**src/rtl/inwin_pkg.sv**
```systemverilog
package inwin_pkg;
  localparam int unsigned DEF_ADDR_W   = 32;
  localparam int unsigned DEF_BASE_LSB = 20;
  localparam int unsigned DEF_CODE_W   = 4;
  localparam int unsigned DEF_MAX_CODE = 11;
  localparam int unsigned DEF_NUM_WIN  = 3;

  typedef enum logic {
    SPACE_MEM = 1'b0,
    SPACE_IO  = 1'b1
  } space_e;
endpackage

```
**src/rtl/inwin_reg_bank.sv**
```systemverilog
module inwin_reg_bank #(
  parameter int unsigned ADDR_W   = inwin_pkg::DEF_ADDR_W,
  parameter int unsigned BASE_LSB = inwin_pkg::DEF_BASE_LSB,
  parameter int unsigned CODE_W   = inwin_pkg::DEF_CODE_W,
  parameter int unsigned MAX_CODE = inwin_pkg::DEF_MAX_CODE,
  parameter int unsigned NUM_ENT  = 4,
  parameter int unsigned SEL_W    = 2
) (
  input  logic                              clk,
  input  logic                              rst,
  input  logic                              we,
  input  logic [SEL_W-1:0]                  wsel,
  input  logic [ADDR_W-1:0]                 wdata,
  input  logic [SEL_W-1:0]                  rsel,
  output logic [ADDR_W-1:0]                 rdata,
  output logic [NUM_ENT*(ADDR_W-BASE_LSB)-1:0] base_flat,
  output logic [NUM_ENT*CODE_W-1:0]         code_flat,
  output logic [NUM_ENT-1:0]                en_vec
);
  localparam int unsigned BASE_W = ADDR_W - BASE_LSB;
  localparam int unsigned PAD_W  = BASE_LSB - CODE_W;

  logic [BASE_W-1:0] base_q [NUM_ENT];
  logic [CODE_W-1:0] code_q [NUM_ENT];
  logic [NUM_ENT-1:0] en_q;

  logic [CODE_W-1:0] wcode;
  logic              unused_wdata_low;
  assign wcode            = wdata[BASE_LSB-1 -: CODE_W];
  assign unused_wdata_low = ^wdata[PAD_W-1:0];

  for (genvar g = 0; g < NUM_ENT; g++) begin : g_ent
    always_ff @(posedge clk) begin
      if (rst) begin
        base_q[g] <= '0;
        code_q[g] <= '0;
        en_q[g]   <= 1'b0;
      end else if (we && (wsel == SEL_W'(g))) begin
        base_q[g] <= wdata[ADDR_W-1:BASE_LSB];
        code_q[g] <= wcode;
        en_q[g]   <= (32'(wcode) <= MAX_CODE);
      end
    end
    assign base_flat[g*BASE_W +: BASE_W] = base_q[g];
    assign code_flat[g*CODE_W +: CODE_W] = code_q[g];
  end

  assign en_vec = en_q;

  logic [ADDR_W-1:0] rd_word;
  always_comb begin
    rd_word = '0;
    for (int i = 0; i < NUM_ENT; i++) begin
      if (rsel == SEL_W'(i)) rd_word = {base_q[i], code_q[i], {PAD_W{1'b0}}};
    end
  end

  always_ff @(posedge clk) begin
    if (rst) rdata <= '0;
    else     rdata <= rd_word;
  end
endmodule

```
**src/rtl/inwin_match.sv**
```systemverilog
module inwin_match #(
  parameter int unsigned ADDR_W   = inwin_pkg::DEF_ADDR_W,
  parameter int unsigned BASE_LSB = inwin_pkg::DEF_BASE_LSB,
  parameter int unsigned CODE_W   = inwin_pkg::DEF_CODE_W
) (
  input  logic                       en,
  input  logic [ADDR_W-BASE_LSB-1:0] base,
  input  logic [CODE_W-1:0]          code,
  input  logic [ADDR_W-1:0]          addr,
  output logic                       hit,
  output logic [ADDR_W-1:0]          offset
);
  localparam int unsigned SH_W = $clog2(ADDR_W + 1);

  logic [SH_W-1:0]   shamt;
  logic [ADDR_W-1:0] low_mask;
  logic [ADDR_W-1:0] base_full;

  assign shamt     = SH_W'(BASE_LSB) + SH_W'(code);
  assign low_mask  = (shamt >= SH_W'(ADDR_W)) ? '1 : ((ADDR_W'(1) << shamt) - ADDR_W'(1));
  assign base_full = {base, {BASE_LSB{1'b0}}};
  assign hit       = en && ((addr & ~low_mask) == (base_full & ~low_mask));
  assign offset    = addr & low_mask;
endmodule

```
**src/rtl/inwin_prio.sv**
```systemverilog
module inwin_prio #(
  parameter int unsigned ADDR_W  = inwin_pkg::DEF_ADDR_W,
  parameter int unsigned NUM_WIN = inwin_pkg::DEF_NUM_WIN,
  parameter int unsigned IDX_W   = 2
) (
  input  logic [NUM_WIN-1:0]        hits,
  input  logic [NUM_WIN*ADDR_W-1:0] offsets,
  output logic                      any,
  output logic [IDX_W-1:0]          idx,
  output logic [ADDR_W-1:0]         offset
);
  always_comb begin
    any    = 1'b0;
    idx    = '0;
    offset = '0;
    for (int i = NUM_WIN - 1; i >= 0; i--) begin
      if (hits[i]) begin
        any    = 1'b1;
        idx    = IDX_W'(i);
        offset = offsets[i*ADDR_W +: ADDR_W];
      end
    end
  end
endmodule

```
**src/rtl/inbound_window_decoder.sv**
```systemverilog
module inbound_window_decoder #(
  parameter int unsigned ADDR_W   = inwin_pkg::DEF_ADDR_W,
  parameter int unsigned BASE_LSB = inwin_pkg::DEF_BASE_LSB,
  parameter int unsigned CODE_W   = inwin_pkg::DEF_CODE_W,
  parameter int unsigned MAX_CODE = inwin_pkg::DEF_MAX_CODE,
  parameter int unsigned NUM_WIN  = inwin_pkg::DEF_NUM_WIN,
  parameter int unsigned SEL_W    = $clog2(NUM_WIN + 1)
) (
  input  logic              clk,
  input  logic              rst,
  input  logic              cfg_we,
  input  logic [SEL_W-1:0]  cfg_wsel,
  input  logic [ADDR_W-1:0] cfg_wdata,
  input  logic [SEL_W-1:0]  cfg_rsel,
  output logic [ADDR_W-1:0] cfg_rdata,
  input  logic              req_valid,
  input  logic              req_io,
  input  logic [ADDR_W-1:0] req_addr,
  output logic              lk_valid,
  output logic              lk_hit,
  output logic [SEL_W-1:0]  lk_win,
  output logic [ADDR_W-1:0] lk_host_addr
);
  localparam int unsigned NUM_ENT = NUM_WIN + 1;
  localparam int unsigned BASE_W  = ADDR_W - BASE_LSB;
  localparam int unsigned IO_IDX  = NUM_WIN;

  logic [NUM_ENT*BASE_W-1:0] base_flat;
  logic [NUM_ENT*CODE_W-1:0] code_flat;
  logic [NUM_ENT-1:0]        en_vec;

  inwin_reg_bank #(
    .ADDR_W(ADDR_W), .BASE_LSB(BASE_LSB), .CODE_W(CODE_W),
    .MAX_CODE(MAX_CODE), .NUM_ENT(NUM_ENT), .SEL_W(SEL_W)
  ) u_regs (
    .clk(clk), .rst(rst),
    .we(cfg_we), .wsel(cfg_wsel), .wdata(cfg_wdata),
    .rsel(cfg_rsel), .rdata(cfg_rdata),
    .base_flat(base_flat), .code_flat(code_flat), .en_vec(en_vec)
  );

  logic [NUM_ENT-1:0]        raw_hit;
  logic [NUM_ENT*ADDR_W-1:0] raw_off;

  for (genvar g = 0; g < NUM_ENT; g++) begin : g_win
    inwin_match #(
      .ADDR_W(ADDR_W), .BASE_LSB(BASE_LSB), .CODE_W(CODE_W)
    ) u_match (
      .en(en_vec[g]),
      .base(base_flat[g*BASE_W +: BASE_W]),
      .code(code_flat[g*CODE_W +: CODE_W]),
      .addr(req_addr),
      .hit(raw_hit[g]),
      .offset(raw_off[g*ADDR_W +: ADDR_W])
    );
  end

  logic [NUM_WIN-1:0] mem_hits;
  logic               mem_any;
  logic [SEL_W-1:0]   mem_idx;
  logic [ADDR_W-1:0]  mem_off;

  assign mem_hits = raw_hit[NUM_WIN-1:0] & {NUM_WIN{req_io == inwin_pkg::SPACE_MEM}};

  inwin_prio #(
    .ADDR_W(ADDR_W), .NUM_WIN(NUM_WIN), .IDX_W(SEL_W)
  ) u_prio (
    .hits(mem_hits),
    .offsets(raw_off[NUM_WIN*ADDR_W-1:0]),
    .any(mem_any), .idx(mem_idx), .offset(mem_off)
  );

  logic              nx_hit;
  logic [SEL_W-1:0]  nx_win;
  logic [ADDR_W-1:0] nx_addr;

  always_comb begin
    nx_hit  = 1'b0;
    nx_win  = '0;
    nx_addr = '0;
    if (req_io == inwin_pkg::SPACE_IO) begin
      if (raw_hit[IO_IDX]) begin
        nx_hit  = 1'b1;
        nx_win  = SEL_W'(IO_IDX);
        nx_addr = raw_off[IO_IDX*ADDR_W +: ADDR_W];
      end
    end else if (mem_any) begin
      nx_hit  = 1'b1;
      nx_win  = mem_idx;
      nx_addr = mem_off;
    end
  end

  always_ff @(posedge clk) begin
    if (rst) begin
      lk_valid     <= 1'b0;
      lk_hit       <= 1'b0;
      lk_win       <= '0;
      lk_host_addr <= '0;
    end else begin
      lk_valid     <= req_valid;
      lk_hit       <= req_valid && nx_hit;
      lk_win       <= (req_valid && nx_hit) ? nx_win : '0;
      lk_host_addr <= (req_valid && nx_hit) ? nx_addr : '0;
    end
  end
endmodule

```
**config.mk**
```make
export PLATFORM = sky130hd
export DESIGN_NAME = inbound_window_decoder
export DESIGN_NICKNAME = d
export VERILOG_FILES = /design/src/rtl/inwin_pkg.sv /design/src/rtl/inwin_reg_bank.sv /design/src/rtl/inwin_match.sv /design/src/rtl/inwin_prio.sv /design/src/rtl/inbound_window_decoder.sv
export SDC_FILE = /design/constraint.sdc
export NUM_CORES = 1
export LEC_CHECK = 0
export ABC_AREA = 1
export BUFFER_PORTS_ARGS = -buffer_cell sky130_fd_sc_hd__buf_2
export CORE_MARGIN = 3
export CORE_UTILIZATION = 40
export DETAILED_ROUTE_END_ITERATION = 8
export HOLD_SLACK_MARGIN = 0.08
export SKIP_LAST_GASP = 1
export SYNTH_ARGS = -nofsm -noshare
export SYNTH_HDL_FRONTEND = slang
export SYNTH_HIERARCHICAL = 1
export SYNTH_SLANG_ARGS = --single-unit
```
**constraint.sdc**
```tcl
create_clock -name clk -period 3.2 [get_ports clk]
set_input_delay 0.16 -clock clk [delete_from_list [all_inputs] [get_ports clk]]
set_output_delay 0.16 -clock clk [all_outputs]
set_load 0.01 [all_outputs]
```
==> out/qor.tcl <==
set qor(outcome) {completed}
set qor(drt-met1-wl_um) 11600
set qor(gr-usage-all-layers_pct) 21.4
set qor(final-setup-viol-count) 0
set qor(synthMostInstantiatedCell) {nor2_1}
set qor(gp_congestion) 0.924
set qor(multi_input_comb_area_um2) 4590
set qor(hold-worst-slack_ns) 0.105
set qor(n_antenna_cell) 0
set qor(worst_hold_path_depth) 3
set qor(report.final.slew_viol_count) 0
set qor(max-vdd-ir-drop_mv) 0.358
set qor(routedWlPerCell_um) 16.0
set qor(dr.pass1.iters) 5
set qor(io-pin-count) 141
set qor(tritoncts_clock_tree) {built}
set qor(first_global_vias) 7327
set qor(critical_path.max_fanout) 17
set qor(setup.worst_path.end_class) {flop}
set qor(cts_inserted_buffers) 17
set qor(timing.critical_path.cells) {clkinv_4 > ha_1 > buf_4 > nand2_4 > nor2_2 > nor2_4 > nand2_1 > nand2_1 > nand4_1 > nor2_1 > inv_1 > nor2_2 > buf_4 > nor2_8 > buf_4 > nand3_1 > nand3_1 > nand2_1 > nor2_1 > nor2_1 > nor2_4}
set qor(place_inst) 1587
set qor(arrival_ns) 3.31
set qor(sequential_cell_area_um2) 3040
set qor(worst_r2r_endpoint) {lk_host_addr[10]$_SDFF_PP0_}
set qor(yosys-top-cells-area) {edfxtp_1 21%, dfxtp_1 12%, nor2_1 11%, nand3_1 9.6%, nand2_1 8.8%}
set qor(worst_setup_path_start_kind) {flop}
set qor(global_route_wire_length_before_repair_um) 40300
set qor(min_period_over_period_pct) 93.3
set qor(post_dr_vias_cell) 4.89
set qor(dr.max_layer_used) {met4}
set qor(timing.hold.worst_endpoint) {u_regs/base_q[3][6]$_SDFFCE_PN0P_}
set qor(switchingPower_mw) 1.40
set qor(p_per_area_nw_per_um2) 459
set qor(r2r_slack_ns) 0.21
set qor(post-synth-top-area-fraction_pct) 21.4
set qor(routed_wirelength_um) 26100
set qor(cts_htree_levels) 4
set qor(area_delta_synth_final_pct) 13.6
set qor(critPathSlowestCell) {edfxtp_1}
set qor(routed-wl-met3_um) 1690
set qor(synth_sequential_area_ratio_pct) 33.9
set qor(met2WireLength_um) 12200
set qor(dieWidth_um) 156
set qor(worst-r2r-cell-count) 21
set qor(fin_nets) 1428
set qor(cap_violations) 0
set qor(synth_area_leader_cell) {edfxtp_1}
set qor(cpPeakStageDelay_ns) 0.45
set qor(drt_first_iter_violations) 728
set qor(postSynthRegisterBits) 120
set qor(start_util_pct) 40.9
set qor(synth.lib_cells_used.distinct) 38
set qor(ctsRootBufferMaster) {clkbuf_16}
set qor(sequentialPowerShare_pct) 38.3
set qor(synthCells) 1290
set qor(finish.utilization_pct) 46.5
set qor(proportion_of_synthesized_flip_flops_having_asynchronous_set_or_reset_pct) 0
set qor(crit_required_ns) 3.52
set qor(power.leakage_nw) 4.83
set qor(detailedPlacementHpwl_um) 19300
set qor(remaining_drc_errors) 0
set qor(comb_power_share_pct) 16.7
set qor(cts_num_sinks) 120
set qor(synth_enable_flop_cells) 64
set qor(die_area_um2) 24300
set qor(std_cell_rows) 54
set qor(core_region_area_um2) 22000
set qor(stdcell_count) 1628
set qor(drt.antenna.violating_nets) 0
set qor(grt_overflow) 0
set qor(max_clock_freq_ghz) 0.335
set qor(relSlewSlack_pct) 43.1
set qor(critical_path.reg2reg.startpoint) {u_regs/code_q[0][2]$_SDFFCE_PN0P_}
set qor(synth_top_cells_by_count) {259 x nor2_1, 211 x nand2_1, 173 x nand3_1, 141 x inv_1, 80 x clkbuf_1}
set qor(worstSetupPathType) {flop to flop}
set qor(yosysWarningCount) 6
set qor(grt_max_degree) 34
set qor(postSynth.topFlopCell) {edfxtp_1}
set qor(netSwitchingFraction_pct) 29.8
set qor(number_of_input_and_output_port_buffers_inserted) 108
set qor(worst_slew_pin_slew_ns) 0.851
set qor(hold_viol_final) 0
set qor(fillerInstances) 2214
set qor(power_frac_clock_pct) 45.0
set qor(min_from) {cfg_wdata[26]}
set qor(syn-cell-area_um2) 8980
set qor(power_report.internal_total_mw) 3.29
set qor(number_of_vias_after_detailed_routing) 7963
set qor(insertion_delay_of_the_later_clocked_pin_in_the_worst_skew_pair_ns) 0.43
set qor(cts.reportedPaths.clkPinSlew_ns) 0.06
set qor(layout-drive-gt1-share_pct) 24.1
set qor(syn_avg_cell_area_um2) 6.96
set qor(worst_hold_path_type) {input port to flop}
set qor(fin_skew_ns) 0.0104
set qor(grt_antenna_before_repair) 0
set qor(fp.dieH_um) 156
set qor(period_needed_ns) 2.99
set qor(cts_buffer_depth) 2
[power by group through the flow]
stage | clock network (mW) | registers [mW] | logic [mW]
after floorplan | 0 | 1.80 | 0.550
after global placement | 0 | 1.82 | 0.753
after detailed placement | 0 | 1.83 | 0.760
after CTS | 2.15 | 1.79 | 0.769
after global routing | 2.20 | 1.80 | 0.870
final | 2.11 | 1.80 | 0.783
[through the flow]
step                instance area [um^2]  setup slack, ns  setup TNS (ns)  power, mW
floorplan                           9030            0.269               0       2.35
global placement                    9440            0.183               0       2.58
detailed placement                  9440            0.148               0       2.59
CTS                                10100            0.127               0       4.71
global route                       10200          -0.0103         -0.0287       4.88
finish                             10200            0.214               0       4.69
[cells by family after synthesis]
group,after synthesis,share of synthesized area [%]
buf+inv,307,16.1
xor+xnor,32,3.12
fa+ha+maj,20,2.79
other cells,1,0.0418
compound gates,45,3.12
simple gates,765,40.9
flops,120,33.9
[layout make-up]
| type | count | share of cell area [%] |
|---|---|---|
| flip-flops and latches | 120 | 29.8 |
| clock buffers | 17 | 4.17 |
| well taps | 280 | 3.43 |
| multi-input cells | 878 | 44.9 |
| inverters | 161 | 6.06 |
| repair buffers | 157 | 9.46 |
| clock inverters | 15 | 2.11 |
[per-layer routing]
layer / global-route usage [%] / up-vias
li1: - / 4003
met2: 35.4 / 298
met5: 0 / -
met1: 28.7 / 3621
met3: 3.52 / 41
met4: 6.73 / 0
[critical path, delay by kind of cell (launching register included)]
kind / cells / cell delay [ns]
and+or+nand+nor: 15 / 1.40
buffers and inverters: 5 / 0.67
DFF: 1 / 0.45
adders and majority gates: 1 / 0.36
[how the worst max path moves through the flow]
stage,depth (start not counted),end,startpoint,slack (ns)
detailed placement,20,lk_host_addr[7]$_SDFF_PP0_,u_regs/code_q[0][2]$_SDFFCE_PN0P_,0.15
global placement,20,lk_host_addr[7]$_SDFF_PP0_,u_regs/code_q[0][2]$_SDFFCE_PN0P_,0.18
floorplan,23,lk_host_addr[0]$_SDFF_PP0_,u_regs/code_q[0][2]$_SDFFCE_PN0P_,0.27
finish,21,lk_host_addr[10]$_SDFF_PP0_,u_regs/code_q[0][2]$_SDFFCE_PN0P_,0.21
CTS,20,lk_host_addr[8]$_SDFF_PP0_,u_regs/code_q[0][2]$_SDFFCE_PN0P_,0.13
global route,22,lk_host_addr[17]$_SDFF_PP0_,u_regs/code_q[0][2]$_SDFFCE_PN0P_,-0.01
[flip-flops by register name (all words and copies together) (netlist names)]
register	cells
u_regs/base_q	48
lk_host_addr	32
lk_win	2
u_regs/rdata	16
lk_valid	1
u_regs/code_q	16
u_regs/en_vec	4
lk_hit	1
[placed cells by master, fill, tap and decap left out, types with 6 or more instances in the layout]
cell type and instances:
buf_2 108, o21ai_1 12, nand3_1 173, nor2_1 254, conb_1 16, xor2_1 32
nor2_2 51, nand4_1 10, nand2_1 211, edfxtp_1 64, ha_1 19, inv_1 141
dlygate4sd3_1 6, dfxtp_1 56, nor2_4 38, nand2_2 9, clkbuf_16 17, a21boi_0 10
buf_4 39, inv_2 16, o21ai_0 11
[repair_timing]
action | CTS | global route
endpoints found under the hold margin | 8 | 0
setup buffers | 0 | 3
hold buffers | 6 | 0
endpoints found under the setup margin | 0 | 33
gates resized for setup | 0 | 9
(Power assumes the default switching activity.)
